<file path="src/rtl/sidly_cal.sv">
module sidly_cal #(
  parameter int          DW      = 16,
  parameter logic [15:0] PATTERN = 16'h5AA5,
  parameter int          TW      = 8
) (
  input  logic          clk,
  input  logic          rst_n,
  input  logic          start,
  input  logic [TW-1:0] tmo_limit,
  output logic          rd_req,
  input  logic          rd_rsp_valid,
  input  logic [DW-1:0] rd_rsp_data,
  output logic [1:0]    dly_sel,
  output logic [3:0]    pass_mask,
  output logic          done,
  output logic          err
);
  localparam int NSET = 4;
  localparam logic [1:0] LAST = 2'(NSET - 1);

  typedef enum logic [2:0] {S_IDLE, S_SETTLE, S_REQ, S_WAIT, S_DECIDE} st_t;

  st_t           st;
  logic [1:0]    idx, sel, keep_sel;
  logic [TW-1:0] timer;
  logic [3:0]    mask;
  logic          done_q, err_q;
  logic [2:0]    choice;

  function automatic logic [2:0] pick(input logic [3:0] m);
    case (m)
      4'd1:    return 3'b100;
      4'd2:    return 3'b101;
      4'd3:    return 3'b100;
      4'd4:    return 3'b110;
      4'd6:    return 3'b101;
      4'd7:    return 3'b101;
      4'd8:    return 3'b111;
      4'd12:   return 3'b111;
      4'd14:   return 3'b110;
      4'd15:   return 3'b101;
      default: return 3'b000;
    endcase
  endfunction

  assign choice    = pick(mask);
  assign rd_req    = (st == S_REQ);
  assign dly_sel   = sel;
  assign pass_mask = mask;
  assign done      = done_q;
  assign err       = err_q;

  always_ff @(posedge clk or negedge rst_n) begin
    if (!rst_n) begin
      st       <= S_IDLE;
      idx      <= '0;
      sel      <= '0;
      keep_sel <= '0;
      timer    <= '0;
      mask     <= '0;
      done_q   <= 1'b0;
      err_q    <= 1'b0;
    end else begin
      done_q <= 1'b0;
      case (st)
        S_IDLE: if (start) begin
          idx      <= '0;
          mask     <= '0;
          keep_sel <= sel;
          sel      <= '0;
          err_q    <= 1'b0;
          st       <= S_SETTLE;
        end
        S_SETTLE: st <= S_REQ;
        S_REQ: begin
          timer <= '0;
          st    <= S_WAIT;
        end
        S_WAIT: begin
          if (rd_rsp_valid || timer == tmo_limit) begin
            mask[idx] <= rd_rsp_valid && (rd_rsp_data == DW'(PATTERN));
            if (idx == LAST) st <= S_DECIDE;
            else begin
              idx <= idx + 2'd1;
              sel <= idx + 2'd1;
              st  <= S_SETTLE;
            end
          end else begin
            timer <= timer + 1'b1;
          end
        end
        S_DECIDE: begin
          done_q <= 1'b1;
          st     <= S_IDLE;
          if (choice[2]) begin
            sel   <= choice[1:0];
            err_q <= 1'b0;
          end else begin
            sel   <= keep_sel;
            err_q <= 1'b1;
          end
        end
        default: st <= S_IDLE;
      endcase
    end
  end

  a_r2_req_pulse: assert property (@(posedge clk) disable iff (!rst_n)
    rd_req |=> !rd_req);
  a_r2_sel_settled: assert property (@(posedge clk) disable iff (!rst_n)
    rd_req |-> $stable(dly_sel));
  a_r7_done_pulse: assert property (@(posedge clk) disable iff (!rst_n)
    done |=> !done);
  a_r4_wait_bound: assert property (@(posedge clk) disable iff (!rst_n)
    (st == S_WAIT) |-> (timer <= tmo_limit));
  a_r5_success_nonempty: assert property (@(posedge clk) disable iff (!rst_n)
    (done && !err) |-> (pass_mask != 4'd0));
  a_r8_no_req_when_done: assert property (@(posedge clk) disable iff (!rst_n)
    done |-> !rd_req);
endmodule

</file>
<file path="config.mk">
export PLATFORM = sky130hd
export DESIGN_NAME = sidly_cal
export DESIGN_NICKNAME = d
export VERILOG_FILES = /design/src/rtl/sidly_cal.sv
export SDC_FILE = /design/constraint.sdc
export NUM_CORES = 1
export LEC_CHECK = 0
export ABC_AREA = 1
export ABC_CLOCK_PERIOD_IN_PS = 1250
export BUFFER_PORTS_ARGS = -buffer_cell sky130_fd_sc_hd__buf_2
export CAP_MARGIN = 25
export CORE_MARGIN = 1
export CORE_UTILIZATION = 45
export DETAILED_ROUTE_END_ITERATION = 10
export GPL_TIMING_DRIVEN = 1
export PLACE_DENSITY_LB_ADDON = 0.08
export SYNTH_ARGS = -nofsm -noshare
export SYNTH_HDL_FRONTEND = slang
export SYNTH_SLANG_ARGS = --single-unit
</file>
<file path="constraint.sdc">
create_clock -name clk -period 1.25 [get_ports clk]
set_input_delay 0 -clock clk [delete_from_list [all_inputs] [get_ports clk]]
set_output_delay 0 -clock clk [all_outputs]
set_load 0.01 [all_outputs]
</file>
==> Word-level counts from Yosys, hierarchy flattened <==
Memory sizes are Yosys's and may differ from the RTL's.
Cells that the tools add are included.
Widths: inputs -> output; s select.
{ "classes": {"n_eq_ne": 11, "muxes": 22, "add_sub_neg": 2, "n_reduce_logical": 15, "order_cmp": 2} }
{ "ops": {"columns": ["op", "count"], "rows": [
  ["$eq 16x15->1 const B", 1],
  ["$pmux 8 s2", 1],
  ["$pmux 3 s4", 1],
  ["$mux 3", 3],
  ["$add 8x1->8 const B", 1],
  ["$eq 8x8->1", 1],
  ["$mux 2", 4],
  ["$mux 4", 2],
  ["$mux 8", 1],
  ["$ne 2x2->1 const B", 4],
  ["$pmux 4 s2", 1],
  ["$reduce_and 2->1", 4],
  ["$reduce_and 4->1", 2],
  ["$eq 3x2->1 const B", 2],
  ["$pmux 2 s3", 1],
  ["$reduce_bool 2->1", 3],
  ["$bwmux 4", 1],
  ["$mux 1", 4],
  ["$pmux 2 s2", 1],
  ["$eq 3x1->1 const B", 1],
  ["$eq 3x3->1 const B", 1],
  ["$logic_not 3->1", 1],
  ["$lt 2x3->1 const B", 1],
  ["$reduce_and 3->1", 1],
  ["8 further kinds", 9]
]} }
{ "totals": {"n_memories": 1, "output_inout_bits": 9, "reg_bits": 23, "wordCells": 61, "inputBits": 28, "rom_bits": 48} }
{ "memory_table": {"columns": ["memory", "depth", "word_bits", "read_ports", "rd_ports_with_merged_regs", "wr", "line_no", "source"], "rows": [
  ["(name not given)", 16, 3, 1, 0, 0, "31", "case (m)"]
]} }

==> Longest topological paths before layout <==
Gate-level depths: netlist of the first run.
{ "logic_depth": {"word_depth": 7, "ltp_mapped": 11, "mapped_depth_nobuf": 11} }

==> Worst setup path after synthesis of the first run <==
OpenSTA, ideal clock, no wires.
{ "synth_path": {"path_kind": "register to register", "from": "reg st[2]", "to": "reg timer[6]", "slack_ps": -133, "required_time_ps": 1174, "t_arrival_ps": 1307, "period_less_slack_ps": 1383, "path_buffers": 1, "setup_ps": 76, "path_stages_with_launch": 7, "cell_sequence": "dfrtp_1 nor3_1 inv_1 nand2_4 buf_8 nand3_1 o21ai_1"} }
{ "synth_via": {"elab_chain_cells": 3, "elab_cells_between_ends": 6, "cone_classes": "eq/ne: 3; mux: 1; reduce/logical: 2"} }
{ "synth_rtl": {"columns": ["element", "line_no", "source"], "rows": [
  ["from (decl)", "23", "st_t st;"],
  ["from (signal assigned)", "55", "st <= S_IDLE;"],
  ["from (signal assigned)", "72", "st <= S_SETTLE;"],
  ["from (signal assigned)", "74", "S_SETTLE: st <= S_REQ;"],
  ["$eq 3x2->1 (*)", null, null],
  ["named net rd_req", "10", "output logic rd_req,"],
  ["$reduce_bool 2->1 (no line)", null, null],
  ["$reduce_and 2->1 (no line)", null, null],
  ["to (signal assigned)", "89", "timer <= timer + 1'b1;"],
  ["to (decl)", "25", "logic [TW-1:0] timer;"]
]} }
Mark *: on every way through the listed nets, which the timed path passes. The rest lies on a longest branch.
A chain may end at the register's enable or synchronous reset.

==> Worst setup path in the final report of the first run <==
{ "layout_path": {"from": "reg timer[0]", "to": "reg mask[3], in the netlist pass_mask[3]"} }
{ "layout_via": {"elab_chain_cells": 4} }
{ "layout_rtl": {"columns": ["element", "line_no", "source"], "rows": [
  ["$eq 8x8->1", "80", "if (rd_rsp_valid || timer == tmo_limit) begin"],
  ["$logic_or 1x1->1", "80", null],
  ["$ne 2x2->1 (no line)", null, null],
  ["$reduce_and 3->1 (no line)", null, null],
  ["to (signal, indexed assignment)", "81", "mask[idx] <= rd_rsp_valid && (rd_rsp_data == DW'(PATTERN));"],
  ["to (decl)", "26", "logic [3:0] mask;"]
]} }
Every way passes these cells.

==> out/qor.yml, run 1 <==
regToRegSetupSlack_ps: -200
ys_ff_latch: 23
p_sw_share_pct: 42.6
layout.nets: 371
rsz0062_at_grt: "yes"
place_area_mm2: 0.00223
setup_ws_ps: -202
portBuffers: 36
dpl.cell_count: 364
vias: 1805
post-route-period-util_pct: 116
clk_pin_slew_worst_paths_ps: 90
ys.warnings.count: 0
violations: "setup timing"
seq_power_share_pct: 26.7
whs_path_depth: 3
layout_commonest_cell: "nand2_1"
drt_pre_antenna_iters: 4
tritoncts: "done"
num_antenna_cells: 0
drt_iter0_markers: 88
ff_latch_area_um2: 578
cts_buffer_depth: 2
worstPathCellList: "inv_2 -> nand2_1 -> nand2_1 -> nand2_1 -> nor2_2 -> nand2_2 -> nand2_4 -> buf_12 -> nand4_1 -> nand2_1 -> nand2_1"
die_y_um: 63.2
cts_inserted_buffers: 3
cts-root-buf: "clkbuf_8"
clkPwrFrac_pct: 12.3
maxCapViolCount: 0
num_rows: 21
overflow: 0
setup_tns_ps: -2940
core_area_mm2: 0.00347
preCtsSetupSlack_ps: -283
drive_above_1_share_pct: 38.4
fin_crit_ps: 1450
wl_per_cell_um: 10.9
setup.worst_path.start_class: "register"
wl_um: 4130
syn_nets: 280
clkLatencyLatePin_ps: 270
dp_hpwl_um: 3140
area_growth_pct: 45.3
crit_path_end_kind: "register"
crit_top_cell: "nand2_1"
drc: 0
hold_viol: 0
final_area_mm2: 0.00245
ys_seq_area_share_pct: 34.1
fillers: 310
synthDistinctLibCells: 26
ant_nets: 0
status: "finished with violations"
start_util_pct: 48.6
dieArea_mm2: 0.00400
arrival_ps: 1620
cts.sinks: 23
setup_viol: 20
post-route-util_pct: 70.6
layout_common_cells: "nand2_1, buf_4, buf_2, inv_1, dfrtp_1"
crit_fanout: 6
h-tree-depth: 1
critPathSlowestCell: "dfrtp_2"
tightest_slew_ps: 538
place.gp.congestion: 0.843
power_mw: 3.93
io_pins: 37
required_ps: 1410
grt_pass1_vias: 1727
critPathMaxStageDelay_ps: 450
fp.dieW_um: 63.2
crit_type: "reg -> reg"
leakagePower_nw: 1.34
p_per_area_mw_per_mm2: 1600
p_switching_mw: 1.67
grtUsageTotal_pct: 22.7
syn-mean-instance-area_um2: 6.94
multi_input_area_mm2: 0.00100
antenna_found_initial: 0
hold_slack_ps: 99.9
irDropWorstVdd_mv: 1.06
internal_power_mw: 2.25
slew_headroom_pct: 64.2
rr_worst_depth: 11
grt_max_degree: 24
combPwrFrac_pct: 61.0
grt_pass1_wl_um: 7250
hold_path.class: "in -> reg"
synthCells: 243
synth_area_mm2: 0.00169
slew_violations: 0
worst_clock_skew_ps: 6.94
max_freq_mhz: 689
via_per_inst: 4.76
stdcell_count: 379
[power by group through the flow]
| stage | Combinational, mW | Sequential, mW | Clock [mW] |
|---|---|---|---|
| floorplan | 1.25 | 1.06 | 0 |
| global placement | 2.01 | 1.05 | 0 |
| detailed placement | 2.04 | 1.06 | 0 |
| CTS | 2.26 | 1.04 | 0.486 |
| global route | 2.64 | 1.07 | 0.510 |
| finish | 2.39 | 1.05 | 0.483 |
[worst paths after layout]
path                                             to                    start
max in group asynchronous         st[2]$_DFFE_PN0P_                    rst_n
hold / removal             pass_mask[3]$_DFFE_PN0P_             rd_rsp_valid
hold reg to reg             keep_sel[1]$_DFFE_PN0P_  keep_sel[1]$_DFFE_PN0P_
setup / recovery           pass_mask[3]$_DFFE_PN0P_     timer[0]$_DFFE_PN0P_
min in group asynchronous      timer[7]$_DFFE_PN0P_                    rst_n
setup reg to reg           pass_mask[3]$_DFFE_PN0P_     timer[0]$_DFFE_PN0P_
[registers in the layout, indices dropped and copies added, names as in the netlist]
name       count
idx            2
err            1
timer          8
done           1
pass_mask      4
st             3
dly_sel        2
keep_sel       2
[Yosys cell counts (all sizes together)]
library cell,number,area share [%]
xor2,3,1.6
a21oi,8,3.3
nor3,1,0.30
nand2,85,20
nor2,26,7.3
dfrtp,23,34
or2,3,1.1
ha,9,6.7
xnor2,3,1.6
inv,40,9.1
nand3,18,5.3
buf,2,1.6
nand4,11,4.1
o21ai,10,3.4
a41oi,1,0.52
[critical path: cells and delay by family (launching register included)]
kind                   cells  cell delay [ps]
DFF                        1              450
and+or+nand+nor            9              710
buffers and inverters      2              180
[layout make-up]
type / instances / area share [%]
multi-input cells: 178 / 40.9
repair buffers: 88 / 25.1
flip-flops and latches: 23 / 23.6
inverters: 40 / 6.23
well taps: 46 / 2.35
clock buffers: 4 / 1.84
[layer usage]
layer / track usage, % / vias up / share of wire, %
met5: 0 / - / 0
met4: 5.97 / 0 / 0.92
met3: 2.72 / 5 / 3.3
met2: 40.3 / 37 / 47
met1: 28.8 / 822 / 48
li1: - / 941 / -
[cell families (layout without fill, tap and decap cells)]
kind of cell               count (synthesis)  after routing  share of synthesized area, %
AOI/OAI and AO/OA                         19             19                          7.20
buffers and inverters                     42            132                          10.6
and+or+nand+nor                          144            144                          38.3
DFF                                       23             23                          34.1
xor gates and xnor gates                   6              6                          3.12
adders and majority gates                  9              9                          6.68
[what timing repair did]
item / 4_1_cts / 5_1_grt
endpoints found under the hold margin: 23 / 0
setup endpoints to repair: 21 / 21
hold buffers: 1 / 0
gates resized for setup: 13 / 16
cloned: 0 / 0
buffers inserted: 7 / 3
pin swaps: 4 / 9
No activity file was read; power rests on OpenSTA's default activity.
==> run 2, diff against run 1 <==
--- a/config.mk
+++ b/config.mk
@@ -13,6 +13,7 @@
 export CORE_UTILIZATION = 45
 export DETAILED_ROUTE_END_ITERATION = 10
 export GPL_TIMING_DRIVEN = 1
+export HOLD_SLACK_MARGIN = 0.1
 export PLACE_DENSITY_LB_ADDON = 0.08
 export SYNTH_ARGS = -nofsm -noshare
 export SYNTH_HDL_FRONTEND = slang
==> constraint.sdc (replaced) <==
create_clock -name clk -period 1.25 [get_ports clk]
set_input_delay 0 -clock clk [delete_from_list [all_inputs] [get_ports clk]]
set_output_delay 0 -clock clk [all_outputs]
set_load 0.005 [all_outputs]
==> run 2 against run 1 <==
Compared with the run above: critical path depth fell by 2; largest power group unchanged; via count rose by 2.0%; global-route usage rose by 0.61 points; critical path type unchanged; sequential share of layout area fell by 0.92 points; sequential power barely moved; register-to-register slack got worse by 50 ps; maximum frequency fell by 3.3%; the flow still finishes with violations (setup timing); setup slack got worse by 49 ps; largest cell class unchanged.
==> out/qor.yml, run 2 (same netlist as run 1, synthesis figures left out) <==
drt_pre_antenna_iters: 4  # unchanged
regToRegSetupSlack_ps: -250  # was -200 ps
worst_r2r_endpoint: "pass_mask[3]$_DFFE_PN0P_"  # unchanged
m1WireLength_um: 2140  # was 1990 um
max_freq_mhz: 666  # was 689 MHz
hold_viol: 0  # unchanged
top_layer: "met4"  # unchanged
place_area_mm2: 0.00220  # was 0.00223 mm2
overflow: 0  # unchanged
vias: 1842  # was 1,805
io_pins: 37  # unchanged
leakagePower_nw: 1.36  # was 1.34 nW
largest_reg_flops: 8  # unchanged
fin_crit_ps: 1500  # was 1450 ps
layout_common_cells: "nand2_1, buf_4, buf_2, inv_1, dfrtp_1"  # unchanged
worst_clock_skew_ps: 6.31  # was 6.94 ps
drt_iter0_markers: 74  # was 88
dp_hpwl_um: 3010  # was 3140 um
wl_met3_um: 120  # was 138 um
tritoncts: "done"  # unchanged
cts-root-buf: "clkbuf_8"  # unchanged
p_per_area_mw_per_mm2: 1610  # was 1600 mW/mm2
wl_per_cell_um: 11.9  # was 10.9 um
final_area_mm2: 0.00254  # was 0.00245 mm2
hold_path.class: "in -> reg"  # unchanged
num_antenna_cells: 0  # unchanged
grt_max_degree: 24  # unchanged
place.gp.congestion: 0.810  # was 0.843
grtUsageTotal_pct: 23.3  # was 22.7%
setup_ws_ps: -251  # was -202 ps
crit_end: "pass_mask[3]$_DFFE_PN0P_"  # unchanged
tightest_slew_ps: 547  # was 538 ps
irDropWorstVdd_mv: 1.30  # was 1.06 mV
start_util_pct: 48.6  # unchanged
hold_slack_ps: 173  # was 99.9 ps
layout_commonest_cell: "nand2_1"  # unchanged
ant_nets: 0  # unchanged
preCtsSetupSlack_ps: -298  # was -283 ps
grt_pass1_vias: 1657  # was 1,727
critPathSlowestCell: "dfrtp_1"  # was dfrtp_2
crit_top_cell: "nand2_1"  # unchanged
die_y_um: 63.2  # unchanged
antenna_found_initial: 0  # unchanged
wl_um: 4530  # was 4130 um
cts_buffer_depth: 2  # unchanged
via_per_inst: 4.86  # was 4.76
rsz0062_at_grt: "yes"  # unchanged
maxCapViolCount: 0  # unchanged
top_register: "timer"  # unchanged
violations: "setup timing"  # unchanged
rr_worst_depth: 9  # was 11
area_growth_pct: 50.5  # was 45.3%
drive_above_1_share_pct: 41.7  # was 38.4%
cts_inserted_buffers: 3  # unchanged
clkLatencyLatePin_ps: 270  # about the same
portBuffers: 36  # unchanged
r2r-start: "timer[2]$_DFFE_PN0P_"  # was timer[0]$_DFFE_PN0P_
layout.nets: 371  # unchanged
cts.sinks: 23  # unchanged
drc: 0  # unchanged
dieArea_mm2: 0.00400  # unchanged
clk_pin_slew_worst_paths_ps: 90  # about the same
crit_path_end_kind: "register"  # unchanged
core_area_mm2: 0.00347  # unchanged
status: "finished with violations"  # unchanged
crit_fanout: 8  # was 6
slew_violations: 0  # unchanged
setup.worst_path.start_class: "register"  # unchanged
setup_viol: 19  # was 20
crit_start: "timer[2]$_DFFE_PN0P_"  # was timer[0]$_DFFE_PN0P_
crit_type: "reg -> reg"  # unchanged
critPathMaxStageDelay_ps: 440  # was 450 ps
h-tree-depth: 1  # unchanged
post-route-period-util_pct: 120  # was 116%
fp.dieW_um: 63.2  # unchanged
num_rows: 21  # unchanged
slew_headroom_pct: 63.5  # was 64.2%
required_ps: 1420  # was 1410 ps
arrival_ps: 1670  # was 1620 ps
grt_pass1_wl_um: 7330  # was 7250 um
wl_met2_um: 2200  # was 1960 um
worstPathCellList: "xnor2_2 -> nand2_1 -> nor2_4 -> nand2_4 -> nand2_4 -> buf_12 -> nand4_1 -> nand2_1 -> nand2_1"  # was inv_2 -> nand2_1 -> nand2_1 -> nand2_1 -> nor2_2 -> nand2_2 -> nand2_4 -> buf_12 -> nand4_1 -> nand2_1 -> nand2_1
-- run 2: cell count changes in the layout (fill, tap and decap cells not counted), sizes merged --
cell / before / now
a21oi: 8 / 9
dlygate4sd3: 1 / 3
clkbuf: 4 / 3
buf: 87 / 84
clkinv: 0 / 1
-- run 2: per-layer routing --
metal  GRT usage (%)  up-vias
met5               0        -
met4            7.10        0
met3            1.81        6
met2            39.7       46
met1            31.3      835
li1                -      955
-- run 2: timing repair --
| action | CTS | global route |
|---|---|---|
| endpoints found under the setup margin | 20 | 21 |
| pin swaps | 9 | 12 |
| gates cloned | 1 | 0 |
| endpoints found under the hold margin | 25 | 0 |
| setup buffers | 6 | 4 |
| gates resized for setup | 16 | 36 |
| hold buffers | 3 | 0 |
-- run 2: power breakdown --
| group | total [mW] | switching, mW | internal, mW |
|---|---|---|---|
| combinational | 2.54 | 1.39 | 1.15 |
| clock | 0.487 | 0.264 | 0.223 |
| sequential | 1.07 | 0.160 | 0.907 |
| total | 4.09 | 1.81 | 2.28 |
-- run 2: worst min path at each step --
stage               slack, ps            from                  endpoint  cells after the start
global placement           10           rst_n   keep_sel[0]$_DFFE_PN0P_                      1
finish                    170  rd_rsp_data[5]  pass_mask[3]$_DFFE_PN0P_                      7
detailed placement         10           rst_n   keep_sel[0]$_DFFE_PN0P_                      1
floorplan                -300           rst_n    dly_sel[0]$_DFFE_PN0P_                      0
CTS                       180  rd_rsp_data[5]  pass_mask[3]$_DFFE_PN0P_                      7
global route              250  rd_rsp_data[9]  pass_mask[3]$_DFFE_PN0P_                      7
-- run 2: cell type report --
cell class,count,area [um2]
tap,46,57.6
inverter,40,153
fill,296,930
multi-input combinational,179,1110
clock buffer,3,41.3
timing repair buffer,87,598
clock inverter,1,5.00
sequential,23,576
-- run 2: through the flow --
stage	power (mW)	std cells	util (%)	TNS (ps)
floorplan	2.28	243	-	-1170
global placement	2.97	361	63.3	-3500
detailed placement	3.00	361	63.3	-3580
CTS	3.76	375	68.5	-3170
global route	4.39	379	73.2	-5700
finish	4.09	379	73.2	-4050
-- run 2: worst max-delay path: cells and delay by family, from the launching register on --
| kind | cells | cell delay [ps] |
|---|---|---|
| flops | 1 | 440 |
| simple gates | 7 | 640 |
| xor+xnor | 1 | 180 |
| buf+inv | 1 | 130 |
==> run 3, diff against run 2 <==
--- a/config.mk
+++ b/config.mk
@@ -8,9 +8,9 @@
 export ABC_AREA = 1
 export ABC_CLOCK_PERIOD_IN_PS = 1250
 export BUFFER_PORTS_ARGS = -buffer_cell sky130_fd_sc_hd__buf_2
-export CAP_MARGIN = 25
+export CAP_MARGIN = 20
 export CORE_MARGIN = 1
-export CORE_UTILIZATION = 45
+export CORE_UTILIZATION = 49
 export DETAILED_ROUTE_END_ITERATION = 10
 export GPL_TIMING_DRIVEN = 1
 export HOLD_SLACK_MARGIN = 0.1
==> run 3 against run 2 <==
Compared with the run above: the flow still finishes with violations (setup timing); critical endpoint is now timer[2]$_DFFE_PN0P_; count of clock-buffer cells in the layout is the same; largest cell class unchanged; clock power fell by 29%; critical path type unchanged; global-route usage is 0.79 points higher; maximum frequency is 3.4% higher.
==> out/qor.yml, run 3 (same netlist as run 1, synthesis figures left out) <==
clkLatencyLatePin_ps: 310  # was 270 ps
setup.worst_path.start_class: "register"  # unchanged
h-tree-depth: 1  # unchanged
p_per_area_mw_per_mm2: 1520  # was 1610 mW/mm2
power_mw: 3.65  # was 4.09 mW
cts_inserted_buffers: 3  # unchanged
critPathSlowestCell: "dfrtp_1"  # unchanged
regToRegSetupSlack_ps: -200  # was -250 ps
violations: "setup timing"  # unchanged
drc: 0  # unchanged
clk_pin_slew_worst_paths_ps: 130  # was 90 ps
crit_fanout: 5  # was 8
fp.dieW_um: 60.7  # was 63.2 um
stdcell_count: 371  # was 379
leakagePower_nw: 1.31  # was 1.36 nW
dpl.cell_count: 359  # was 361
wl_per_cell_um: 10.8  # was 11.9 um
vias: 1763  # was 1,842
irDropWorstVdd_mv: 1.39  # was 1.30 mV
post-route-util_pct: 76.2  # was 73.2%
tritoncts: "done"  # unchanged
antenna_found_initial: 0  # unchanged
required_ps: 1460  # was 1420 ps
status: "finished with violations"  # unchanged
cts.sinks: 23  # unchanged
r2r-start: "st[0]$_DFFE_PN0P_"  # was timer[2]$_DFFE_PN0P_
grt_use_met2_pct: 40.3  # was 39.7%
num_rows: 20  # was 21
seq_power_share_pct: 28.7  # was 26.1%
slew_headroom_pct: 65.1  # was 63.5%
layout_common_cells: "nand2_1, buf_4, buf_2, inv_1, dfrtp_1"  # unchanged
setup_viol: 19  # unchanged
max_freq_mhz: 689  # was 666 MHz
portBuffers: 36  # unchanged
io_pins: 37  # unchanged
wl_um: 4020  # was 4530 um
hold_path.class: "in -> reg"  # unchanged
fillers: 253  # was 296
grt_use_met1_pct: 33.1  # was 31.3%
die_y_um: 60.7  # was 63.2 um
hold_viol: 0  # unchanged
layout.nets: 365  # was 371
arrival_ps: 1660  # was 1670 ps
p_switching_mw: 1.61  # was 1.81 mW
maxCapViolCount: 0  # unchanged
post-route-period-util_pct: 116  # was 120%
combPwrFrac_pct: 61.8  # was 62.0%
via_per_inst: 4.75  # was 4.86
largest_reg_flops: 8  # unchanged
grtUsageTotal_pct: 24.1  # was 23.3%
top_register: "timer"  # unchanged
crit_end: "timer[2]$_DFFE_PN0P_"  # was pass_mask[3]$_DFFE_PN0P_
overflow: 0  # unchanged
slew_violations: 0  # unchanged
drt_iter0_markers: 73  # was 74
grt_pass1_wl_um: 6720  # was 7330 um
use_met3_pct: 4.05  # was 1.81%
final_area_mm2: 0.00240  # was 0.00254 mm2
num_antenna_cells: 0  # unchanged
worstPathCellList: "nand2_2 -> nor2_4 -> inv_4 -> nor2_8 -> nand2_4 -> buf_4 -> o21ai_0 -> nor2_1"  # was xnor2_2 -> nand2_1 -> nor2_4 -> nand2_4 -> nand2_4 -> buf_12 -> nand4_1 -> nand2_1 -> nand2_1
crit_start: "st[0]$_DFFE_PN0P_"  # was timer[2]$_DFFE_PN0P_
place_area_mm2: 0.00219  # was 0.00220 mm2
grt_max_degree: 24  # unchanged
start_util_pct: 53.5  # was 48.6%
grt_pass1_vias: 1630  # was 1,657
worst_r2r_endpoint: "timer[2]$_DFFE_PN0P_"  # was pass_mask[3]$_DFFE_PN0P_
core_area_mm2: 0.00315  # was 0.00347 mm2
cts-root-buf: "clkbuf_4"  # was clkbuf_8
top_usage_layer: "met2"  # unchanged
worst_clock_skew_ps: 2.73  # was 6.31 ps
area_growth_pct: 42.5  # was 50.5%
setup_tns_ps: -2650  # was -4050 ps
dieArea_mm2: 0.00368  # was 0.00400 mm2
internal_power_mw: 2.05  # was 2.28 mW
setup_ws_ps: -202  # was -251 ps
tightest_slew_ps: 523  # was 547 ps
crit_type: "reg -> reg"  # unchanged
place.gp.congestion: 0.887  # was 0.810
p_sw_share_pct: 44.0  # was 44.3%
drive_above_1_share_pct: 36.7  # was 41.7%
dp_hpwl_um: 3030  # was 3010 um
ant_nets: 0  # unchanged
cts_buffer_depth: 2  # unchanged
clkPwrFrac_pct: 9.5  # was 11.9%
drt_pre_antenna_iters: 4  # unchanged
critPathMaxStageDelay_ps: 430  # was 440 ps
layout_commonest_cell: "nand2_1"  # unchanged
crit_path_end_kind: "register"  # unchanged
rsz0062_at_grt: "yes"  # unchanged
rr_worst_depth: 8  # was 9
ff_latch_area_um2: 577  # was 576 um2
fin_crit_ps: 1450  # was 1500 ps
multi_input_area_mm2: 0.00104  # was 0.00111 mm2
[run 3: changes by cell type in the layout (fill, tap and decap cells not counted), sizes merged]
cell and change:
buf -6
[run 3: per-stage QoR]
stage | setup WS (ps) | hold slack, ps
floorplan | -123 | -296
global placement | -230 | 7.40
detailed placement | -260 | 7.30
CTS | -194 | 112
global route | -346 | 140
finish | -202 | 122
[run 3: critical path: cells and delay by family, from the launching register on]
family	cells	cell delay, ps
compound gates	1	160
buf+inv	2	220
flops	1	430
simple gates	5	530
[run 3: what timing repair did]
item | CTS | global route
pin swaps | 9 | 9
endpoints found under the setup margin | 21 | 21
endpoints found under the hold margin | 25 | 0
hold buffers | 3 | 0
cloned | 1 | 0
gates resized for setup | 12 | 23
setup buffers | 2 | 3
[run 3: metal layers]
layer / share of wire, % / up-vias / wire, um
met4: 0.90 / 0 / 36
li1: - / 930 / -
met5: 0 / - / 0
met2: 47 / 37 / 1900
met1: 48 / 792 / 1940
met3: 3.5 / 4 / 142
[run 3: layout make-up]
cell class,instances,area share (%)
clock inverter,1,0.208
multi-input combinational,179,43.3
timing repair buffer,81,23.0
sequential,23,24.0
inverter,40,6.35
clock buffer,3,0.937
tap,44,2.29
[run 3: power groups by stage]
stage               Clock (mW)  Combinational [mW]  Sequential, mW
floorplan                    0                1.23            1.05
global placement             0                1.96            1.05
detailed placement           0                1.99            1.05
CTS                      0.361                2.13            1.04
global route             0.397                2.49            1.07
finish                   0.348                2.26            1.05
[run 3: how the worst min path moves through the flow]
stage / start / endpoint / slack (ps) / cells past startpoint
2_1_floorplan: rst_n / dly_sel[0]$_DFFE_PN0P_ / -300 / 0
3_3_place_gp: rst_n / keep_sel[0]$_DFFE_PN0P_ / 7 / 1
3_5_place_dp: rst_n / keep_sel[0]$_DFFE_PN0P_ / 7 / 1
4_1_cts: rd_rsp_valid / pass_mask[2]$_DFFE_PN0P_ / 110 / 5
5_1_grt: rd_rsp_valid / pass_mask[1]$_DFFE_PN0P_ / 140 / 5
6_report: rd_rsp_valid / pass_mask[2]$_DFFE_PN0P_ / 120 / 5
